**src/rtl/spiFifoPkg.sv**
```systemverilog
package spiFifoPkg;
  localparam logic [7:0] ADDR_MODE = 8'h00;
  localparam logic [7:0] ADDR_EVT  = 8'h04;
  localparam logic [7:0] ADDR_MASK = 8'h08;
  localparam logic [7:0] ADDR_TX   = 8'h10;
  localparam logic [7:0] ADDR_RX   = 8'h14;
  localparam int BIT_EN = 31;
  localparam int BIT_NE = 9;
  localparam int BIT_NF = 8;
  localparam int FIELD_W = 6;

  typedef struct packed {
    logic       txPush;
    logic [2:0] rxPopCnt;
    logic       flush;
  } dpStrobe_t;
endpackage

```
**src/rtl/spiByteFifo.sv**
```systemverilog
module spiByteFifo #(
  parameter int DEPTH = 32,
  parameter int IN_LANES = 4,
  parameter int OUT_LANES = 1,
  localparam int PTR_W = $clog2(DEPTH),
  localparam int CNT_W = $clog2(DEPTH + 1),
  localparam int IN_W = $clog2(IN_LANES + 1),
  localparam int OUT_W = $clog2(OUT_LANES + 1)
) (
  input  logic                          clk,
  input  logic                          rstN,
  input  logic                          flush,
  input  logic [IN_W-1:0]               inCnt,
  input  logic [IN_LANES-1:0][7:0]      inData,
  input  logic [OUT_W-1:0]              outCnt,
  output logic [OUT_LANES-1:0][7:0]     outData,
  output logic [CNT_W-1:0]              fill
);
  logic [7:0] mem [DEPTH];
  logic [PTR_W-1:0] wrPtr, rdPtr;
  logic [CNT_W-1:0] count;

  always_ff @(posedge clk) begin
    for (int i = 0; i < IN_LANES; i++)
      if (!flush && (i < int'(inCnt))) mem[wrPtr + PTR_W'(i)] <= inData[i];
  end

  always_ff @(posedge clk) begin
    if (!rstN || flush) begin
      wrPtr <= '0;
      rdPtr <= '0;
      count <= '0;
    end else begin
      wrPtr <= wrPtr + PTR_W'(inCnt);
      rdPtr <= rdPtr + PTR_W'(outCnt);
      count <= count + CNT_W'(inCnt) - CNT_W'(outCnt);
    end
  end

  for (genvar g = 0; g < OUT_LANES; g++) begin : gPeek
    assign outData[g] = mem[rdPtr + PTR_W'(g)];
  end

  assign fill = count;

  assert_push_room_R3: assert property (@(posedge clk) disable iff (!rstN)
    (int'(inCnt) <= DEPTH - int'(count)));
  assert_pop_bound_R4: assert property (@(posedge clk) disable iff (!rstN)
    (int'(outCnt) <= int'(count)));
endmodule

```
**src/rtl/spiRegDatapath.sv**
```systemverilog
module spiRegDatapath
  import spiFifoPkg::*;
#(
  parameter int DEPTH = 32,
  localparam int CNT_W = $clog2(DEPTH + 1)
) (
  input  logic             clk,
  input  logic             rstN,
  input  dpStrobe_t        strobe,
  input  logic [31:0]      txWord,
  input  logic             txTake,
  input  logic             rxValid,
  input  logic [7:0]       rxByte,
  output logic             txValid,
  output logic [7:0]       txByte,
  output logic [CNT_W-1:0] txFill,
  output logic [CNT_W-1:0] rxFill,
  output logic [31:0]      rxPeek
);
  logic [3:0][7:0] txLanes;
  logic [3:0][7:0] rxLanes;
  logic [0:0][7:0] txHead;
  logic txPop, rxPush;

  for (genvar g = 0; g < 4; g++) begin : gLane
    assign txLanes[g] = txWord[31 - 8*g -: 8];
    assign rxPeek[31 - 8*g -: 8] = rxLanes[g];
  end

  assign txPop  = txTake && (txFill != '0) && !strobe.flush;
  assign rxPush = rxValid && (int'(rxFill) != DEPTH) && !strobe.flush;

  spiByteFifo #(.DEPTH(DEPTH), .IN_LANES(4), .OUT_LANES(1)) txQueue (
    .clk(clk), .rstN(rstN), .flush(strobe.flush),
    .inCnt(strobe.txPush ? 3'd4 : 3'd0), .inData(txLanes),
    .outCnt(txPop), .outData(txHead), .fill(txFill)
  );

  spiByteFifo #(.DEPTH(DEPTH), .IN_LANES(1), .OUT_LANES(4)) rxQueue (
    .clk(clk), .rstN(rstN), .flush(strobe.flush),
    .inCnt(rxPush), .inData(rxByte),
    .outCnt(strobe.rxPopCnt), .outData(rxLanes), .fill(rxFill)
  );

  assign txByte  = txHead[0];
  assign txValid = (txFill != '0);
endmodule

```
**src/rtl/spiRegCtrl.sv**
```systemverilog
module spiRegCtrl
  import spiFifoPkg::*;
#(
  parameter int DEPTH = 32,
  parameter int ADDR_W = 8,
  localparam int CNT_W = $clog2(DEPTH + 1)
) (
  input  logic              clk,
  input  logic              rstN,
  input  logic              regWr,
  input  logic              regRd,
  input  logic              regByte,
  input  logic [ADDR_W-1:0] regAddr,
  input  logic [31:0]       regWdata,
  output logic [31:0]       regRdata,
  input  logic [CNT_W-1:0]  txFill,
  input  logic [CNT_W-1:0]  rxFill,
  input  logic [31:0]       rxPeek,
  input  logic              xferEnd,
  output dpStrobe_t         strobe,
  output logic              irq,
  output logic              engineEn
);
  logic modeEn, maskNe, maskNf, evtNe, evtNf, endSeen;
  logic [FIELD_W-1:0] txThr, rxThr;
  logic isMode, isEvt, isMask, isTx, isRx;
  logic nfSet, neSet, rxAny;
  logic [2:0] popCnt;
  logic [31:0] rxWord, eventWord;

  assign isMode = (regAddr == ADDR_W'(ADDR_MODE));
  assign isEvt  = (regAddr == ADDR_W'(ADDR_EVT));
  assign isMask = (regAddr == ADDR_W'(ADDR_MASK));
  assign isTx   = (regAddr == ADDR_W'(ADDR_TX));
  assign isRx   = (regAddr == ADDR_W'(ADDR_RX));

  assign rxAny  = (rxFill != '0);
  assign popCnt = !(regRd && isRx) ? 3'd0 :
                  regByte ? {2'b00, rxAny} :
                  (int'(rxFill) >= 4) ? 3'd4 : 3'(rxFill);

  assign strobe.flush    = !modeEn;
  assign strobe.txPush   = regWr && isTx && modeEn && (DEPTH - int'(txFill) >= 4);
  assign strobe.rxPopCnt = popCnt;

  for (genvar k = 0; k < 4; k++) begin : gMask
    assign rxWord[31 - 8*k -: 8] = (k < int'(popCnt)) ? rxPeek[31 - 8*k -: 8] : 8'h00;
  end

  assign nfSet = (FIELD_W'(txFill) <= txThr);
  assign neSet = (FIELD_W'(rxFill) > rxThr) || (endSeen && rxAny);

  always_ff @(posedge clk) begin
    if (!rstN) begin
      modeEn <= 1'b0;
      txThr <= FIELD_W'(4);
      rxThr <= FIELD_W'(3);
      maskNe <= 1'b0;
      maskNf <= 1'b0;
      evtNe <= 1'b0;
      evtNf <= 1'b0;
      endSeen <= 1'b0;
    end else begin
      if (regWr && isMode) begin
        modeEn <= regWdata[BIT_EN];
        txThr <= regWdata[8 +: FIELD_W];
        rxThr <= regWdata[0 +: FIELD_W];
      end
      if (regWr && isMask) begin
        maskNe <= regWdata[BIT_NE];
        maskNf <= regWdata[BIT_NF];
      end
      evtNf <= (evtNf && !(regWr && isEvt && regWdata[BIT_NF])) || nfSet;
      evtNe <= (evtNe && !(regWr && isEvt && regWdata[BIT_NE])) || neSet;
      if (!modeEn) endSeen <= 1'b0;
      else if (xferEnd) endSeen <= 1'b1;
      else if (!rxAny) endSeen <= 1'b0;
    end
  end

  assign eventWord = {2'b00, FIELD_W'(rxFill), 2'b00, FIELD_W'(txFill), 6'b0, evtNe, evtNf, 8'h00};

  always_comb begin
    regRdata = '0;
    if (isMode) regRdata = {modeEn, 17'b0, txThr, 2'b00, rxThr};
    else if (isEvt) regRdata = eventWord;
    else if (isMask) regRdata = {22'b0, maskNe, maskNf, 8'h00};
    else if (isRx) regRdata = regByte ? {24'b0, (rxAny ? rxPeek[31:24] : 8'h00)} : rxWord;
  end

  assign irq = (evtNe && maskNe) || (evtNf && maskNf);
  assign engineEn = modeEn;

  assert_flush_R10: assert property (@(posedge clk) disable iff (!rstN)
    !modeEn |=> (txFill == '0) && (rxFill == '0));
  assert_tx_drop_R3: assert property (@(posedge clk) disable iff (!rstN)
    (regWr && isTx && (!modeEn || (DEPTH - int'(txFill) < 4))) |=> (txFill <= $past(txFill)));
  assert_ne_clear_R8: assert property (@(posedge clk) disable iff (!rstN)
    (regWr && isEvt && regWdata[BIT_NE] && !neSet) |=> !evtNe);
endmodule

```
**src/rtl/spiFifoRegs.sv**
```systemverilog
module spiFifoRegs
  import spiFifoPkg::*;
#(
  parameter int DEPTH = 32,
  parameter int ADDR_W = 8,
  localparam int CNT_W = $clog2(DEPTH + 1)
) (
  input  logic              clk,
  input  logic              rstN,
  input  logic              regWr,
  input  logic              regRd,
  input  logic              regByte,
  input  logic [ADDR_W-1:0] regAddr,
  input  logic [31:0]       regWdata,
  output logic [31:0]       regRdata,
  output logic              irq,
  output logic              engineEn,
  output logic              txValid,
  output logic [7:0]        txByte,
  input  logic              txTake,
  input  logic              rxValid,
  input  logic [7:0]        rxByte,
  input  logic              xferEnd
);
  dpStrobe_t strobe;
  logic [CNT_W-1:0] txFill, rxFill;
  logic [31:0] rxPeek;

  spiRegCtrl #(.DEPTH(DEPTH), .ADDR_W(ADDR_W)) ctrl (
    .clk(clk), .rstN(rstN), .regWr(regWr), .regRd(regRd), .regByte(regByte),
    .regAddr(regAddr), .regWdata(regWdata), .regRdata(regRdata),
    .txFill(txFill), .rxFill(rxFill), .rxPeek(rxPeek), .xferEnd(xferEnd),
    .strobe(strobe), .irq(irq), .engineEn(engineEn)
  );

  spiRegDatapath #(.DEPTH(DEPTH)) dp (
    .clk(clk), .rstN(rstN), .strobe(strobe), .txWord(regWdata),
    .txTake(txTake), .rxValid(rxValid), .rxByte(rxByte),
    .txValid(txValid), .txByte(txByte), .txFill(txFill), .rxFill(rxFill),
    .rxPeek(rxPeek)
  );
endmodule

```
**config.mk**
```make
export PLATFORM = sky130hd
export DESIGN_NAME = spiFifoRegs
export DESIGN_NICKNAME = d
export VERILOG_FILES = /design/src/rtl/spiFifoPkg.sv /design/src/rtl/spiByteFifo.sv /design/src/rtl/spiRegDatapath.sv /design/src/rtl/spiRegCtrl.sv /design/src/rtl/spiFifoRegs.sv
export SDC_FILE = /design/constraint.sdc
export NUM_CORES = 1
export LEC_CHECK = 0
export BUFFER_PORTS_ARGS = -buffer_cell sky130_fd_sc_hd__buf_2
export CORE_AREA = 5 5 509 260
export CTS_CLUSTER_SIZE = 10
export DETAILED_ROUTE_END_ITERATION = 10
export DIE_AREA = 0 0 514 265
export HOLD_SLACK_MARGIN = 0.05
export PLACE_DENSITY_LB_ADDON = 0.15
export SETUP_SLACK_MARGIN = 0.15
export SLEW_MARGIN = 20
export SYNTH_ARGS = -nofsm -noshare
export SYNTH_HDL_FRONTEND = slang
export SYNTH_SLANG_ARGS = --single-unit
```
**constraint.sdc**
```tcl
create_clock -name clk -period 6.6 [get_ports clk]
set_input_delay 0.33 -clock clk [delete_from_list [all_inputs] [get_ports clk]]
set_output_delay 0.33 -clock clk [all_outputs]
set_load 0.01 [all_outputs]
```
==> impl_results.md <==
* Global-route wire length before repair at 163000 um
* Postcts setup bufs at 0
* Multi-input gate area at 14400 sq um
* Data arrival, critical path at around 4.8 ns
* Minimum clock period after layout at about 5.1 ns
* Clk pin slew, worst setup/hold paths at 0.06 ns
* Die Span Y at around 270 um
* Grt met2 use at 21.4%
* Logic pwr share at 2.3%
* Drt initial violations at about 2900
* Met3 Usage GRT at 7.05%
* Clock buffer depth at 3
* Sequential area share after synthesis at 51.8%
* Total length of routed wires at 118000 um
* Via/cell ratio at 5.36
* CTS Sinks at 560
* Switching part of the total at about 22%
* Met1 GRT Util at 26.4%
* Util after Layout at 28.3%
* Area Growth Syn to Fin at 14.3%
* Fillers at ~13000
* DIE WIDTH at 514 um
* Main combinational cell family by area after synthesis: multiplexers
* Int Power at between 5000 and 6000 uW
* Fin Setup TNS at 0 ns
* WP data required at about 6.3 ns
* Port Buf Inserts at 98
* Busiest layer in global routing: met1
* Global-route usage over all layers at 17.0%
* Final Net Count at roughly 2200
* Cell Area, Synth at 31500 sq um
* Initial antenna violation count at 6
* Min-delay src: regWdata[9]
* Status: completed
* Yosys reg bits at 560
* Simple-gate share of the synthesized area at 5.85%
* Startpoint class of the critical path: flip-flop
* Post-DP Area at approximately 34000 sq um
* Ys Warns at 0
* Peak VDD IR at 0.153 mV
* Inserted Clock Buffers at 69
* Final Skew at 0.0238 ns
* CTS tree: done
* Number of global-route vias before repair at 19600
* XOR/XNOR Fraction of Synth Area at 0.858%
* GPL Wtd Cong at roughly 0.87
* HPWL after DPL at 83900 um
* Global route overflow at 0
* Non-filler instance count after layout at 3831
* Register Area at 16400 sq um
* Max-Cap Viols at 0
* Worst slew margin at 19.6%
* Pwr dens at around 210 nW/um^2
* CP startpoint: dp.rxQueue.rdPtr[0]$_SDFF_PN0_
* Avg Cell Area, Syn at 15.5 sq um
* Via count at 20500
* Hold_ws at 0.0984 ns
* Worst r2r src: dp.rxQueue.rdPtr[0]$_SDFF_PN0_
* Post-synthesis mux area share at 31.8%
* Hold_buf cts at 1
* Synth Instances at 2034
* Compound-gate portion of the synthesized area at 4.69%
* DRT Pass-1 Iters at 6
* Full die area at between 100000 and 150000 sq um
* Worst hold path class: input pin to flip-flop
* Clk pwr share at 46.1%
* Largest net degree at the start of global routing at 130
* Fraction of layout cells with a size suffix above 1 at 37.1%
* Core Area at about 130000 sq um
* Leakage at 0.0109 uW
* Fin area at 36000 sq um
* I/O pin cnt at 99
* Post-synthesis adder-cell area fraction at 1.98%
* Synth cell types at a little over 60
* Slew Viols, Final at 0
* Fmax at around 200 MHz
* Final worst path period share at 77.3%
* CTS Root Cell: clkbuf_16
* Crit Path Category: flip-flop to output pin
* Sw Pwr at approximately 1600 uW
* H-tree depth at 3
* Critical Path Sink Type: output pin
* Clk_lat worst skew at 0.65 ns
* Synth async-reset ratio at 0%
* # rows at 93
* Slew of the pin with the lowest slew margin at 1.20 ns
* Cell count after placement at approximately 3700
* Max FO, Critical Path at 66
* Unrepaired setup endpoints after global routing: no
* Most common flop cell mapped by yosys: edfxtp_1
* Synth Net Count at 2138
* DRT antenna net count at 0
* Post-CTS resize count at 0
* Final hold vios at 0
* Starting Density at 24.7%
* Wirelength per Cell at roughly 31 um
* Power share of the sequential group at between 50 and 60%
* Final setup vio count at 0
* Post-synth EDFFs at a little over 500
* Drt drc at 0
synthesized netlist by cell type (all sizes together) (12+ instances only):
| library cell | number | area [sq um] |
|---|---|---|
| nand3 | 49 | 245 |
| o22ai | 21 | 131 |
| mux2i | 86 | 861 |
| nor2b | 13 | 81.3 |
| xor2 | 15 | 139 |
| o21ai | 54 | 270 |
| nor4 | 12 | 90.1 |
| edfxtp | 512 | 15400 |
| xnor2 | 12 | 131 |
| a2111oi | 15 | 131 |
| dfxtp | 48 | 961 |
| o221ai | 13 | 114 |
| buf | 94 | 533 |
| and3 | 15 | 93.8 |
| nor3 | 18 | 168 |
| nand2 | 124 | 465 |
| nor2 | 107 | 402 |
| mux4 | 309 | 6970 |
| o21a | 12 | 90.1 |
| mux2 | 194 | 2180 |
| clkbuf | 71 | 267 |
| a21oi | 46 | 234 |
| a211oi | 34 | 255 |
| inv | 39 | 146 |
| nand2b | 12 | 75.1 |
| ha | 45 | 563 |
flip-flops by register name, summed over array words and instances, names as in the netlist, 3 cells and up:
signal / cells
dp.rxQueue.fill: 6
ctrl.txThr: 6
dp.rxQueue.mem: 256
dp.txQueue.rdPtr: 5
dp.txQueue.mem: 256
dp.rxQueue.rdPtr: 5
dp.txQueue.wrPtr: 3
ctrl.rxThr: 6
dp.rxQueue.wrPtr: 5
dp.txQueue.fill: 6
layout by cell type (no fill, tap or decap), types with 12 or more instances in the layout:
master and count:
a2111oi_0 15, a211oi_1 34, a21oi_1 45, and3_1 15, buf_2 98, buf_4 42
clkbuf_1 16, clkbuf_16 71, dfxtp_1 40, edfxtp_1 512, ha_1 44, inv_1 39
mux2_2 191, mux2i_1 86, mux4_2 307, nand2_1 124, nand2b_1 12, nand3_1 49
nor2_1 82, nor2_2 19, nor2b_1 12, o21a_1 12, o21ai_0 54, o221ai_1 13
o22ai_1 21
critical path, cell delays in order, from the launching register on:
cell and delay [ns]:
dfxtp_4 0.83, inv_1 0.22, ha_4 0.24, xnor2_4 0.69, buf_12 0.43, nor2_1 0.07
a2111oi_0 0.43, a211oi_1 0.12, a21oi_1 0.44, o21a_1 0.34, buf_2 0.18
final timing paths:
| path | endpoint | slack, ns | cells past startpoint |
|---|---|---|---|
| setup / recovery | regRdata[2] | 1.50 | 10 |
| hold / removal | ctrl.txThr[1]$_SDFFE_PN0P_ | 0.1 | 3 |
| setup reg to reg | dp.rxQueue.rdPtr[4]$_SDFF_PN0_ | 3.34 | 8 |
| hold reg to reg | ctrl.txThr[2]$_SDFFE_PN1P_ | 0.47 | 2 |
power by group through the flow:
stage	registers [uW]	clock network [uW]	logic, uW
4_1_cts	3870	3560	176
3_5_place_dp	3940	0	174
2_1_floorplan	3940	0	72.7
5_1_grt	3860	3720	191
3_3_place_gp	3940	0	169
6_report	3870	3460	175
stage by stage:
step,setup slack [ns],total power [uW]
4_1_cts,1.44,7600
6_report,1.50,7500
5_1_grt,1.18,7780
3_5_place_dp,2.16,4110
3_3_place_gp,2.26,4110
2_1_floorplan,2.63,4010
area by class of cell:
cell class / instances / share of cell area, %
Inverter: 39 / 0.407
Timing Repair Buffer: 150 / 2.83
Clock buffer: 88 / 5.14
Tap cell: 1710 / 5.94
Multi-Input combinational cell: 1270 / 40.1
Sequential cell: 560 / 45.4
Antenna cell: 3 / 0.0209
Clock inverter: 11 / 0.160
layer usage:
metal  part of all wire [%]  wire [um]
met5                   0.16        189
met2                     38      44600
met3                     12      14200
met4                    2.0       2310
met1                     48      56800
cell families after synthesis:
group | count (synthesis)
xor gates and xnor gates | 27
buffers and inverters | 204
muxes | 589
DFF | 560
and+or+nand+nor | 379
adders and majority gates | 48
AOI/OAI and AO/OA | 227
Power figures use the tool's default switching activity.
